==> config.mk <==
export PLATFORM = sky130hd
export DESIGN_NAME = audio_clkgen
export DESIGN_NICKNAME = d
export VERILOG_FILES = /design/src/rtl/acg_pkg.sv /design/src/rtl/acg_speed_ctl.sv /design/src/rtl/acg_div.sv /design/src/rtl/acg_frame.sv /design/src/rtl/audio_clkgen.sv
export SDC_FILE = /design/constraint.sdc
export NUM_CORES = 1
export LEC_CHECK = 0
export ABC_AREA = 1
export ABC_CLOCK_PERIOD_IN_PS = 6800
export BUFFER_PORTS_ARGS = -buffer_cell sky130_fd_sc_hd__buf_2
export CORE_MARGIN = 10
export CORE_UTILIZATION = 50
export CTS_CLUSTER_SIZE = 20
export DETAILED_ROUTE_END_ITERATION = 16
export GPL_TIMING_DRIVEN = 0
export HOLD_SLACK_MARGIN = 0.15
export MAX_ROUTING_LAYER = met4
export PLACE_DENSITY = 0.74
export SLEW_MARGIN = 20
export SYNTH_ARGS = -nofsm -noshare
export SYNTH_HDL_FRONTEND = slang
export SYNTH_HIERARCHICAL = 1
export SYNTH_SLANG_ARGS = --single-unit
export TNS_END_PERCENT = 30
==> constraint.sdc <==
create_clock -name clk_hf -period 6.8 [get_ports clk_hf]
set_input_delay 0 -clock clk_hf [delete_from_list [all_inputs] [get_ports clk_hf]]
set_output_delay 0 -clock clk_hf [all_outputs]
set_load 0.02 [all_outputs]
==> src/rtl/acg_pkg.sv <==
package acg_pkg;

  typedef enum logic [1:0] {
    SPD_NORMAL = 2'd0,
    SPD_DOUBLE = 2'd1,
    SPD_QUAD   = 2'd2,
    SPD_QUAD2  = 2'd3
  } speed_e;

  // Octave shift of the high-frequency multiple for a speed code.
  function automatic int unsigned speed_shift(logic [1:0] s);
    return (s == SPD_NORMAL) ? 0 : (s == SPD_DOUBLE) ? 1 : 2;
  endfunction

  function automatic bit is_quad(logic [1:0] s);
    return s[1];
  endfunction

  // High-frequency cycles per sample at a given speed.
  function automatic int unsigned hf_per_fs(int unsigned base, logic [1:0] s);
    return base >> speed_shift(s);
  endfunction

  // Half period of the bit clock in high-frequency cycles.
  function automatic int unsigned bclk_half(int unsigned base, int unsigned slots,
                                            logic [1:0] s);
    return hf_per_fs(base, s) / (slots * 2);
  endfunction

  // Half period of the master clock in high-frequency cycles.
  function automatic int unsigned mclk_half(int unsigned base, int unsigned fs_hi,
                                            int unsigned fs_q, logic [1:0] s);
    return is_quad(s) ? hf_per_fs(base, s) / (fs_q * 2)
                      : hf_per_fs(base, s) / (fs_hi * 2);
  endfunction

endpackage

==> src/rtl/acg_speed_ctl.sv <==
module acg_speed_ctl (
  input  logic       clk,
  input  logic       rst_n,
  input  logic       master_sel,
  input  logic [1:0] speed_sel,
  output logic [1:0] speed_q,
  output logic       restart
);
  import acg_pkg::*;

  always_ff @(posedge clk) begin
    if (!rst_n) speed_q <= SPD_NORMAL;
    else        speed_q <= speed_sel;
  end

  // Any cycle in slave mode, or the cycle a new speed is seen, zeroes the dividers.
  assign restart = !master_sel || (speed_sel != speed_q);

endmodule

==> src/rtl/acg_div.sv <==
module acg_div #(
  parameter int CW = 8
) (
  input  logic          clk,
  input  logic          rst_n,
  input  logic          restart,
  input  logic [CW-1:0] half,
  output logic          lvl,
  output logic          rise_stb,
  output logic          fall_stb
);
  logic [CW-1:0] cnt;
  logic          wrap;

  assign wrap     = (cnt == half - CW'(1)) && !restart;
  assign rise_stb = wrap && !lvl;
  assign fall_stb = wrap && lvl;

  always_ff @(posedge clk) begin
    if (!rst_n || restart) begin
      cnt <= '0;
      lvl <= 1'b0;
    end else if (wrap) begin
      cnt <= '0;
      lvl <= !lvl;
    end else begin
      cnt <= cnt + CW'(1);
    end
  end

endmodule

==> src/rtl/acg_frame.sv <==
module acg_frame #(
  parameter int FW = 6
) (
  input  logic          clk,
  input  logic          rst_n,
  input  logic          restart,
  input  logic          step,
  input  logic [FW-1:0] half_bits,
  output logic          lvl,
  output logic          edge_stb
);
  logic [FW-1:0] fcnt;

  assign edge_stb = step && !restart && (fcnt == half_bits - FW'(1));

  always_ff @(posedge clk) begin
    if (!rst_n || restart) begin
      fcnt <= '0;
      lvl  <= 1'b0;
    end else if (edge_stb) begin
      fcnt <= '0;
      lvl  <= !lvl;
    end else if (step) begin
      fcnt <= fcnt + FW'(1);
    end
  end

endmodule

==> src/rtl/audio_clkgen.sv <==
module audio_clkgen #(
  parameter int unsigned HF_PER_FS = 2048,
  parameter int unsigned SLOTS     = 64,
  parameter int unsigned MCLK_FS   = 256,
  parameter int unsigned MCLK_FS_Q = 128
) (
  input  logic       clk_hf,
  input  logic       rst_n,
  input  logic       master_sel,
  input  logic [1:0] speed_sel,
  output logic       mclk_out,
  output logic       bclk_out,
  output logic       bclk_rise,
  output logic       bclk_fall,
  output logic       bclk_oe,
  output logic       lrclk_out,
  output logic       lrclk_edge,
  output logic       lrclk_oe
);
  import acg_pkg::*;

  localparam int CW = $clog2(HF_PER_FS) + 1;
  localparam int FW = $clog2(SLOTS) + 1;
  localparam int NDIV = 2;
  localparam int IDX_MCLK = 0;
  localparam int IDX_BCLK = 1;

  logic [1:0]    speed_q;
  logic          restart;
  logic [CW-1:0] half_tbl [NDIV];
  logic [NDIV-1:0] div_lvl, div_rise, div_fall;
  logic          lr_lvl, lr_edge;
  logic          bclk_fall_evt;

  acg_speed_ctl u_spd (
    .clk        (clk_hf),
    .rst_n      (rst_n),
    .master_sel (master_sel),
    .speed_sel  (speed_sel),
    .speed_q    (speed_q),
    .restart    (restart)
  );

  always_comb begin
    half_tbl[IDX_MCLK] = CW'(mclk_half(HF_PER_FS, MCLK_FS, MCLK_FS_Q, speed_q));
    half_tbl[IDX_BCLK] = CW'(bclk_half(HF_PER_FS, SLOTS, speed_q));
  end

  for (genvar g = 0; g < NDIV; g++) begin : g_div
    acg_div #(.CW(CW)) u_div (
      .clk      (clk_hf),
      .rst_n    (rst_n),
      .restart  (restart),
      .half     (half_tbl[g]),
      .lvl      (div_lvl[g]),
      .rise_stb (div_rise[g]),
      .fall_stb (div_fall[g])
    );
  end

  assign bclk_fall_evt = div_fall[IDX_BCLK];

  acg_frame #(.FW(FW)) u_frame (
    .clk       (clk_hf),
    .rst_n     (rst_n),
    .restart   (restart),
    .step      (bclk_fall_evt),
    .half_bits (FW'(SLOTS / 2)),
    .lvl       (lr_lvl),
    .edge_stb  (lr_edge)
  );

  assign mclk_out   = master_sel && div_lvl[IDX_MCLK];
  assign bclk_out   = master_sel && div_lvl[IDX_BCLK];
  assign bclk_rise  = master_sel && div_rise[IDX_BCLK];
  assign bclk_fall  = master_sel && div_fall[IDX_BCLK];
  assign lrclk_out  = master_sel && lr_lvl;
  assign lrclk_edge = master_sel && lr_edge;
  assign bclk_oe    = master_sel;
  assign lrclk_oe   = master_sel;

endmodule

==> run metrics, run 1 <==
input/output buffers 12; Ports 13; Area Overhead vs Synth 19.8%; R2R setup slack 3.81 ns; fin nets 627; Pint 0.000323 W; remaining antenna violation count 0; post-layout util 62.2%; Worst Setup End Kind output port; status finished clean; Mapped Avg Cell Area 6.09 sq um; total grt overflow 0; R2R Path Start u_spd/speed_q[1]; total negative slack 0 ns; Sequential Power Share 47.5%; required time worst endpoint 6.80 ns; combinational fraction of design power 17.8%; Wirelength per Cell 8.54 um; initial core utilization 51.9%; commonest cells after routing, fill and taps aside nand2_1 (140), conb_1 (87), inv_1 (79), nor2_1 (75), nand3_1 (39); Ant. Diodes 0; ratio of cells with drive above 1 in the final layout 14.4%; Final Critical Period 3.23 ns; CTS H-tree depth 2; crit path DAT 3.23 ns; row count 28; period utilization 47.5%; Post-Syn Area 3090 sq um; Hold Startpoint master_sel; vias per cell 4.24; CTS clock-pin slew for the worst setup and hold paths 0.07 ns; CP peak stage delay 0.53 ns; CP Max Fanout 9; Hold Crit Endpoint bclk_out; CP delay by family, top simple AND/OR/NAND/NOR gates; worst slew pin tran 0.667 ns; Crit Path Category reg2out; Worst Path Buf+Inv 5; Placeable Area 5960 sq um; CP most frequent cell nor2_1; vias in the first global route 2,677; Critical R2R Capture u_frame/fcnt[5]; worst clock skew 0.00573 ns; worst hold path class in2out; Die W 98.6 um; clock sink total 36; R2R depth 18; maximum vdd drop 113 uV; Iter 0 DRT Violations 92; first-pass GRT wire length 10,600 um; Synth Warn # 6; Final Hold Slack 0.424 ns; Post-route DRC 0; hold path cells 4; initial antenna violation count 0; final hold violation count 0; 1st-pass router iterations 4; Max-Cap Viols 0; Worst Setup Start Kind register; Slowest cell on crit path nor2_1; DP HPWL 4840 um; largest net degree at the start of global routing 11; routed vias 2,932; GP Congestion 0.844; CP Cell Sequence nor2_1 -> nor2_1 -> nand2_1 -> nor2_2 -> xnor2_1 -> nand3_2 -> nor2_4 -> nand3_1 -> inv_1 -> inv_2 -> nor2_1 -> o21ai_1 -> nor2_1 -> nand2_1 -> inv_1 -> nand2_2 -> nor2_4 -> nand2_1 -> inv_1 -> buf_2; Die Height 98.6 um; Slew Limit Headroom 55.4%; Clk network pwr share 34.7%; global-route usage over all layers 12.8%; CTS max path bufs 2; fmax 0.309 GHz; power per cell area 121 nW/um^2; RSZ-0062 raised after global routing false; CTS Buf Count 5; Cells after Synth 507; Slew Limit Fails 0; commonest non-fill, non-tap cell in the layout nand2_1; leakage 1.88 nW; worst skew pair latency 0.28 ns; Sw Ratio 28.1%; CTS tree built; final setup margin 3.57 ns; die footprint 9720 sq um; Routed WL 5910 um; Place WS 3.81 ns; final-report setup violation count 0; clock root buffer master clkbuf_8; Psw 0.000126 W
==> flip-flops by register name (all words and copies together), names as in the netlist <==
signal and count:
g_div.u_div/lvl 2, u_frame/lvl 1, g_div.u_div/cnt 24, u_spd/speed_q 2
u_frame/fcnt 7
==> how the worst max path moves through the flow <==
stage	from	endpoint	slack [ns]	depth (start not counted)
finish	u_spd/speed_q[1]	lrclk_edge	3.57	20
global route	u_spd/speed_q[1]	lrclk_edge	3.24	20
CTS	u_spd/speed_q[1]	lrclk_edge	3.55	20
detailed placement	u_spd/speed_q[1]	u_frame/fcnt[5]	3.81	18
global placement	u_spd/speed_q[1]	u_frame/fcnt[4]	3.90	18
floorplan	u_spd/speed_q[1]	u_frame/fcnt[0]	4.33	18
==> through the flow <==
| stage | cell area, sq um | cells | total power [W] |
|---|---|---|---|
| after floorplan | 3410 | 592 | 0.000281 |
| after global placement | 3560 | 679 | 0.000291 |
| after detailed placement | 3560 | 679 | 0.000293 |
| after CTS | 3700 | 692 | 0.000452 |
| after global routing | 3700 | 692 | 0.000475 |
| final | 3700 | 692 | 0.000449 |
==> layer usage <==
layer | vias up | GRT usage (%) | wire [um]
met2 | 24 | 23.4 | 2960
li1 | 1649 | - | -
met1 | 1252 | 13.9 | 2760
met5 | - | - | 0
met3 | 7 | 2.30 | 112
met4 | 0 | 3.53 | 76
==> layout make-up <==
| class | instances | area [sq um] |
|---|---|---|
| Timing Repair Buffer | 17 | 110 |
| Multi-Input combinational cell | 462 | 2290 |
| Inverter | 89 | 334 |
| Clock buffer | 8 | 90.1 |
| Fill cell | 570 | 2250 |
| Sequential cell | 36 | 721 |
| Tap cell | 75 | 93.8 |
| Buffer | 5 | 58.8 |
==> worst register-to-register path: stages (launching register included) <==
cell     delay [ns]
dfxtp_1        0.36
nor2_1         0.53
nor2_1         0.20
nand2_1        0.12
nor2_2         0.06
xnor2_1        0.18
nand3_2        0.12
nor2_4         0.18
nand3_1        0.11
inv_1          0.19
inv_2          0.06
nor2_1         0.07
o21ai_1        0.07
nor2_1         0.09
nand2_1        0.07
inv_1          0.06
nand2_2        0.08
o21ai_4        0.24
nor2_1         0.07
==> power by group through the flow <==
stage	clock network [W]	registers [W]	logic [W]
after global placement	0	0.000218	0.0000729
after CTS	0.000161	0.000213	0.0000773
after floorplan	0	0.000218	0.0000637
after detailed placement	0	0.000218	0.0000747
final	0.000156	0.000213	0.0000797
after global routing	0.000169	0.000213	0.0000929
==> what timing repair did <==
| item | 4_1_cts | 5_1_grt |
|---|---|---|
| buffers inserted | 0 | 0 |
| resized for setup | 0 | 0 |
| endpoints found under the hold margin | 4 | 0 |
| hold buffers | 5 | 0 |
Note: power is estimated with default switching activity, not from simulation.
==> run 2, diff against run 1 <==
--- a/config.mk
+++ b/config.mk
@@ -6,7 +6,7 @@
 export NUM_CORES = 1
 export LEC_CHECK = 0
 export ABC_AREA = 1
-export ABC_CLOCK_PERIOD_IN_PS = 6800
+export ABC_CLOCK_PERIOD_IN_PS = 3300
 export BUFFER_PORTS_ARGS = -buffer_cell sky130_fd_sc_hd__buf_2
 export CORE_MARGIN = 10
 export CORE_UTILIZATION = 50
==> constraint.sdc (replaced) <==
create_clock -name clk_hf -period 3.3 [get_ports clk_hf]
set_input_delay 0 -clock clk_hf [delete_from_list [all_inputs] [get_ports clk_hf]]
set_output_delay 0 -clock clk_hf [all_outputs]
set_load 0.02 [all_outputs]
==> run 2 against run 1 <==
Effect of this change:
- register-to-register slack lost 3.2 ns
- global-route usage stayed put
- sequential power up 110%
- combinational power increased by 110%
- clock-buffer cell count did not move
- sequential share of layout area is essentially flat
==> run metrics, run 2 (synthesis gave the netlist of run 1 again) <==
Ports 13; vias in the first global route 2,677; CTS H-tree depth 2; worst clock skew 0.00541 ns; Slowest cell on crit path dfxtp_1; biggest regs g_div.u_div/cnt x24, u_frame/fcnt x7; power per cell area 249 nW/um^2; Wirelength per Cell 8.58 um; clock root buffer master clkbuf_8; area of placed instances 3560 sq um; final hold violation count 0; Filler cells 572; Area Overhead vs Synth 20.1%; CP Cell Sequence inv_1 -> a21oi_2 -> nand3_2 -> a21oi_1 -> nand3_1 -> nor2_1 -> nand3_1 -> nor3_4 -> nand3_1 -> inv_2 -> inv_2 -> nor2_1 -> o21ai_1 -> nor2_1 -> nand2_1 -> inv_1 -> nand2_2 -> nor2_4 -> nand2_1 -> inv_1 -> buf_2; total grt overflow 0; Hold Startpoint master_sel; CP peak stage delay 0.38 ns; CTS clock-pin slew for the worst setup and hold paths 0.07 ns; CP Max Fanout 6; Worst Setup End Kind output port; DP HPWL 4840 um; commonest cells after routing, fill and taps aside nand2_1 (140), conb_1 (87), inv_1 (78), nor2_1 (72), nand3_1 (39); CTS tree built; commonest non-fill, non-tap cell in the layout nand2_1; initial antenna violation count 0; global-route usage over all layers 12.8%; R2R Path Start u_spd/speed_q[0]; row count 28; Worst Setup Start Kind register; leakage 1.88 nW; Ant. Diodes 0; crit path DAT 2.98 ns; max FFs per register 24; total negative slack 0 ns; ratio of cells with drive above 1 in the final layout 15.2%; Placeable Area 5960 sq um; fmax 0.336 GHz; clock sink total 36; CP delay by family, top simple AND/OR/NAND/NOR gates; CTS Buf Count 5; Die W 98.6 um; routed vias 2,942; initial core utilization 51.9%; Max-Cap Viols 0; CP startpoint u_spd/speed_q[0]; GP Congestion 0.844; largest net degree at the start of global routing 11; worst hold path class in2out; Final Critical Period 2.98 ns; first-pass GRT wire length 10,600 um; CTS max path bufs 2; Worst Path Buf+Inv 6; Slew Limit Fails 0; Routed WL 5940 um; fin nets 627; final-report setup violation count 0; Biggest register g_div.u_div/cnt; status finished clean; maximum vdd drop 233 uV; 1st-pass router iterations 4; remaining antenna violation count 0; Die Height 98.6 um; worst skew pair latency 0.28 ns; Post-route DRC 0; required time worst endpoint 3.30 ns; Final Cell Area 3710 sq um; Iter 0 DRT Violations 87; Crit Path Category reg2out; period utilization 90.2%; vias per cell 4.25; die footprint 9720 sq um; input/output buffers 12
-- run 2: cell count changes in the layout (fill, tap and decap cells not counted) --
cell / previous run / this run
nor2_1: 75 / 72
nor2_2: 28 / 31
dfxtp_1: 36 / 35
dfxtp_2: 0 / 1
inv_1: 79 / 78
inv_2: 10 / 11
-- run 2: area by class of cell --
type,count,area [sq um],share of cell area (%)
inverter,89,334,9.00
timing repair buffer,17,110,2.97
clock buffer,8,90.1,2.43
multi-input combinational,462,2300,62.0
buffer,5,58.8,1.58
tap,75,93.8,2.53
sequential,36,722,19.5
-- run 2: power by group --
part	total, W	leakage, nW	internal (W)	switching, W
Sequential	0.000440	0.291	0.000437	0.00000312
Clock	0.000321	0.0455	0.000170	0.000151
Combinational	0.000165	1.54	0.0000587	0.000106
-- run 2: path summary, 6_finish.rpt --
path	to	slack, ns	cells after the start
worst max-delay path	lrclk_edge	0.32	21
worst min-delay path	bclk_fall	0.42	4
worst max register to register	u_frame/fcnt[5]	0.57	19
worst min register to register	g_div[0].u_div/cnt[0]	0.48	1
-- run 2: timing repair --
item                       CTS  global route
hold endpoints to repair     4             0
setup buffers                0             0
hold buffers                 5             0
setup endpoints to repair    0             2
gates resized for setup      0             5
-- run 2: worst reg2reg max path: cells and delay by family, from the launching register on --
family                 cells  cell delay [ns]
AO/OA/AOI/OAI              4             0.62
flip-flops                 1             0.38
AND/OR/NAND/NOR           11             1.29
buffers and inverters      4             0.31
-- run 2: through the flow --
stage | utilization [%] | hold slack, ns | instances | worst slack, ns | total power (W)
2_1_floorplan | - | 0.0935 | 592 | 0.834 | 0.000580
3_3_place_gp | 59.8 | 0.208 | 679 | 0.396 | 0.000599
3_5_place_dp | 59.8 | 0.226 | 679 | 0.314 | 0.000603
4_1_cts | 62.2 | 0.406 | 692 | 0.0454 | 0.000931
5_1_grt | 62.3 | 0.453 | 692 | -0.0282 | 0.000981
6_report | 62.3 | 0.422 | 692 | 0.324 | 0.000926
-- run 2: per-layer routing --
metal	wire [um]	GRT usage (%)	vias to the layer above
met4	76	3.53	0
met3	121	2.30	7
met1	2770	13.9	1258
met5	0	-	-
met2	2980	23.4	28
li1	-	-	1649
==> run 3, diff against run 2 <==
--- a/config.mk
+++ b/config.mk
@@ -6,7 +6,7 @@
 export NUM_CORES = 1
 export LEC_CHECK = 0
 export ABC_AREA = 1
-export ABC_CLOCK_PERIOD_IN_PS = 3300
+export ABC_CLOCK_PERIOD_IN_PS = 3150
 export BUFFER_PORTS_ARGS = -buffer_cell sky130_fd_sc_hd__buf_2
 export CORE_MARGIN = 10
 export CORE_UTILIZATION = 50
==> constraint.sdc (replaced) <==
create_clock -name clk_hf -period 3.15 [get_ports clk_hf]
set_input_delay 0 -clock clk_hf [delete_from_list [all_inputs] [get_ports clk_hf]]
set_output_delay 0 -clock clk_hf [all_outputs]
set_load 0.02 [all_outputs]
==> run 3 against run 2 <==
Effect of this change:
- hold slack got worse by 0.021 ns
- largest power group unchanged
- design area rose by 0.98%
- highest routed layer unchanged
- critical path type unchanged
- critical endpoint unchanged
- wire length rose by 1.3%
- clock power rose by 5%
==> run metrics, run 3 (synthesis gave the netlist of run 1 again) <==
CP peak stage delay 0.36 ns; CP Capture Point lrclk_edge; Routed WL 6020 um; global-route usage over all layers 12.9%; period utilization 91.6%; CP most frequent cell nand2_1; initial core utilization 51.9%; GR peak layer met2; R2R Path Start u_spd/speed_q[1]; Ant. Diodes 0; Worst path depth 22; 1st-pass router iterations 4; max FFs per register 24; Filler cells 568; total grt overflow 0; Slowest cell on crit path dfxtp_2; remaining antenna violation count 0; clock sink total 36; Area Overhead vs Synth 21.3%; biggest regs g_div.u_div/cnt x24, u_frame/fcnt x7; Sw Ratio 28.3%; Pint 0.000698 W; CTS Buf Count 5; CTS H-tree depth 2; power per cell area 260 nW/um^2; final-report setup violation count 0; largest net degree at the start of global routing 11; met2 GRT Util 23.4%; Max-Cap Viols 0; CP Max Fanout 9; Die Height 98.6 um; final setup margin 0.264 ns; commonest cells after routing, fill and taps aside nand2_1 (140), conb_1 (87), inv_1 (78), nor2_1 (72), nand3_1 (38); input/output buffers 12; CTS clock-pin slew for the worst setup and hold paths 0.07 ns; Worst Setup End Kind output port; Psw 0.000275 W; commonest non-fill, non-tap cell in the layout nand2_1; Slew Limit Fails 0; Worst Setup Start Kind register; worst skew pair latency 0.28 ns; Die W 98.6 um; CTS tree built; CP Cell Sequence nor2_2 -> nand2_1 -> inv_1 -> nor2_1 -> nand2_1 -> nand2_1 -> nor2_1 -> nand3_1 -> nor3_4 -> nand3_2 -> inv_2 -> inv_2 -> nor2_1 -> o21ai_1 -> nor2_1 -> nand2_1 -> inv_1 -> nand2_2 -> nor2_4 -> nand2_1 -> inv_1 -> buf_2; Wirelength per Cell 8.66 um; R2R depth 20; Pwr Total 0.000973 W; CP delay by family, top simple AND/OR/NAND/NOR gates; Clk network pwr share 34.7%; Ports 13; initial antenna violation count 0; Post-route DRC 0; worst hold path class in2reg; Final Critical Period 2.89 ns; fin nets 630; CP startpoint u_spd/speed_q[1]; leakage 1.89 nW; DP HPWL 4840 um; first-pass GRT wire length 10,600 um; Worst Path Buf+Inv 6; met3 Usage GRT 2.30%; R2R setup slack 0.50 ns; final hold violation count 0; row count 28; GP Congestion 0.844; die footprint 9720 sq um; Iter 0 DRT Violations 99; worst clock skew 0.00479 ns; ratio of cells with drive above 1 in the final layout 16.0%; Place WS 0.164 ns; Sequential Power Share 47.4%; combinational fraction of design power 17.9%; CTS max path bufs 2; required time worst endpoint 3.15 ns; Crit Path Category reg2out; fmax 0.346 GHz; vias in the first global route 2,684; routed vias 2,933; Placeable Area 5960 sq um; Biggest register g_div.u_div/cnt; maximum vdd drop 246 uV; clock root buffer master clkbuf_8; grt met1 use 13.9%; Critical R2R Capture u_frame/fcnt[5]; vias per cell 4.22; crit path DAT 2.89 ns; status finished clean
run 3: changes by cell type in the layout (fill, tap and decap cells not counted), sizes merged:
cell | before | now
buf | 16 | 19
run 3: repair_timing:
item                                    4_1_cts  5_1_grt
hold buffers                                  5        0
resized for setup                             1        7
endpoints found under the setup margin        1        8
buffers inserted                              0        3
hold endpoints to repair                      4        0
pin swaps                                     0        3
run 3: worst min-delay path: cells and delay by family:
kind | cells | cell delay, ns
buffers and inverters | 2 | 0.28
AOI/OAI and AO/OA | 1 | 0.06
and+or+nand+nor | 4 | 0.30
run 3: worst min-delay path by stage:
stage / start / to / cells past startpoint
2_1_floorplan: speed_sel[0] / u_spd/speed_q[0] / 2
3_3_place_gp: speed_sel[1] / u_spd/speed_q[1] / 3
3_5_place_dp: speed_sel[1] / u_spd/speed_q[1] / 3
4_1_cts: master_sel / u_frame/lvl / 7
5_1_grt: master_sel / u_frame/lvl / 7
6_report: master_sel / u_frame/lvl / 7
run 3: power by group through the flow:
stage | combinational [W] | sequential, W | clock, W
after floorplan | 0.000137 | 0.000470 | 0
after global placement | 0.000157 | 0.000471 | 0
after detailed placement | 0.000161 | 0.000471 | 0
after CTS | 0.000167 | 0.000460 | 0.000348
after global routing | 0.000203 | 0.000461 | 0.000365
final | 0.000174 | 0.000461 | 0.000338
run 3: final cells by class:
class / count / area (sq um) / share of cell area (%)
Sequential cell: 36 / 723 / 19.3
Buffer: 5 / 58.8 / 1.57
Multi-Input combinational cell: 462 / 2310 / 61.8
Timing Repair Buffer: 20 / 133 / 3.54
Tap cell: 75 / 93.8 / 2.50
Inverter: 89 / 334 / 8.91
Clock buffer: 8 / 90.1 / 2.40
run 3: per-layer routing:
metal / vias to the layer above / part of all wire (%) / wire length (um)
met5: - / 0 / 0
met4: 0 / 0.91 / 55
met3: 5 / 1.9 / 112
met2: 15 / 51 / 3080
met1: 1260 / 46 / 2780
li1: 1653 / - / -
run 3: metrics by stage:
stage	utilization (%)	TNS [ns]	hold slack [ns]	instance area [sq um]	std cells
after floorplan	-	0	0.0935	3410	592
after global placement	59.8	0	0.208	3560	679
after detailed placement	59.8	0	0.226	3560	679
after CTS	62.2	0	0.406	3700	692
after global routing	62.9	-0.00468	0.452	3750	695
final	62.9	0	0.402	3750	695
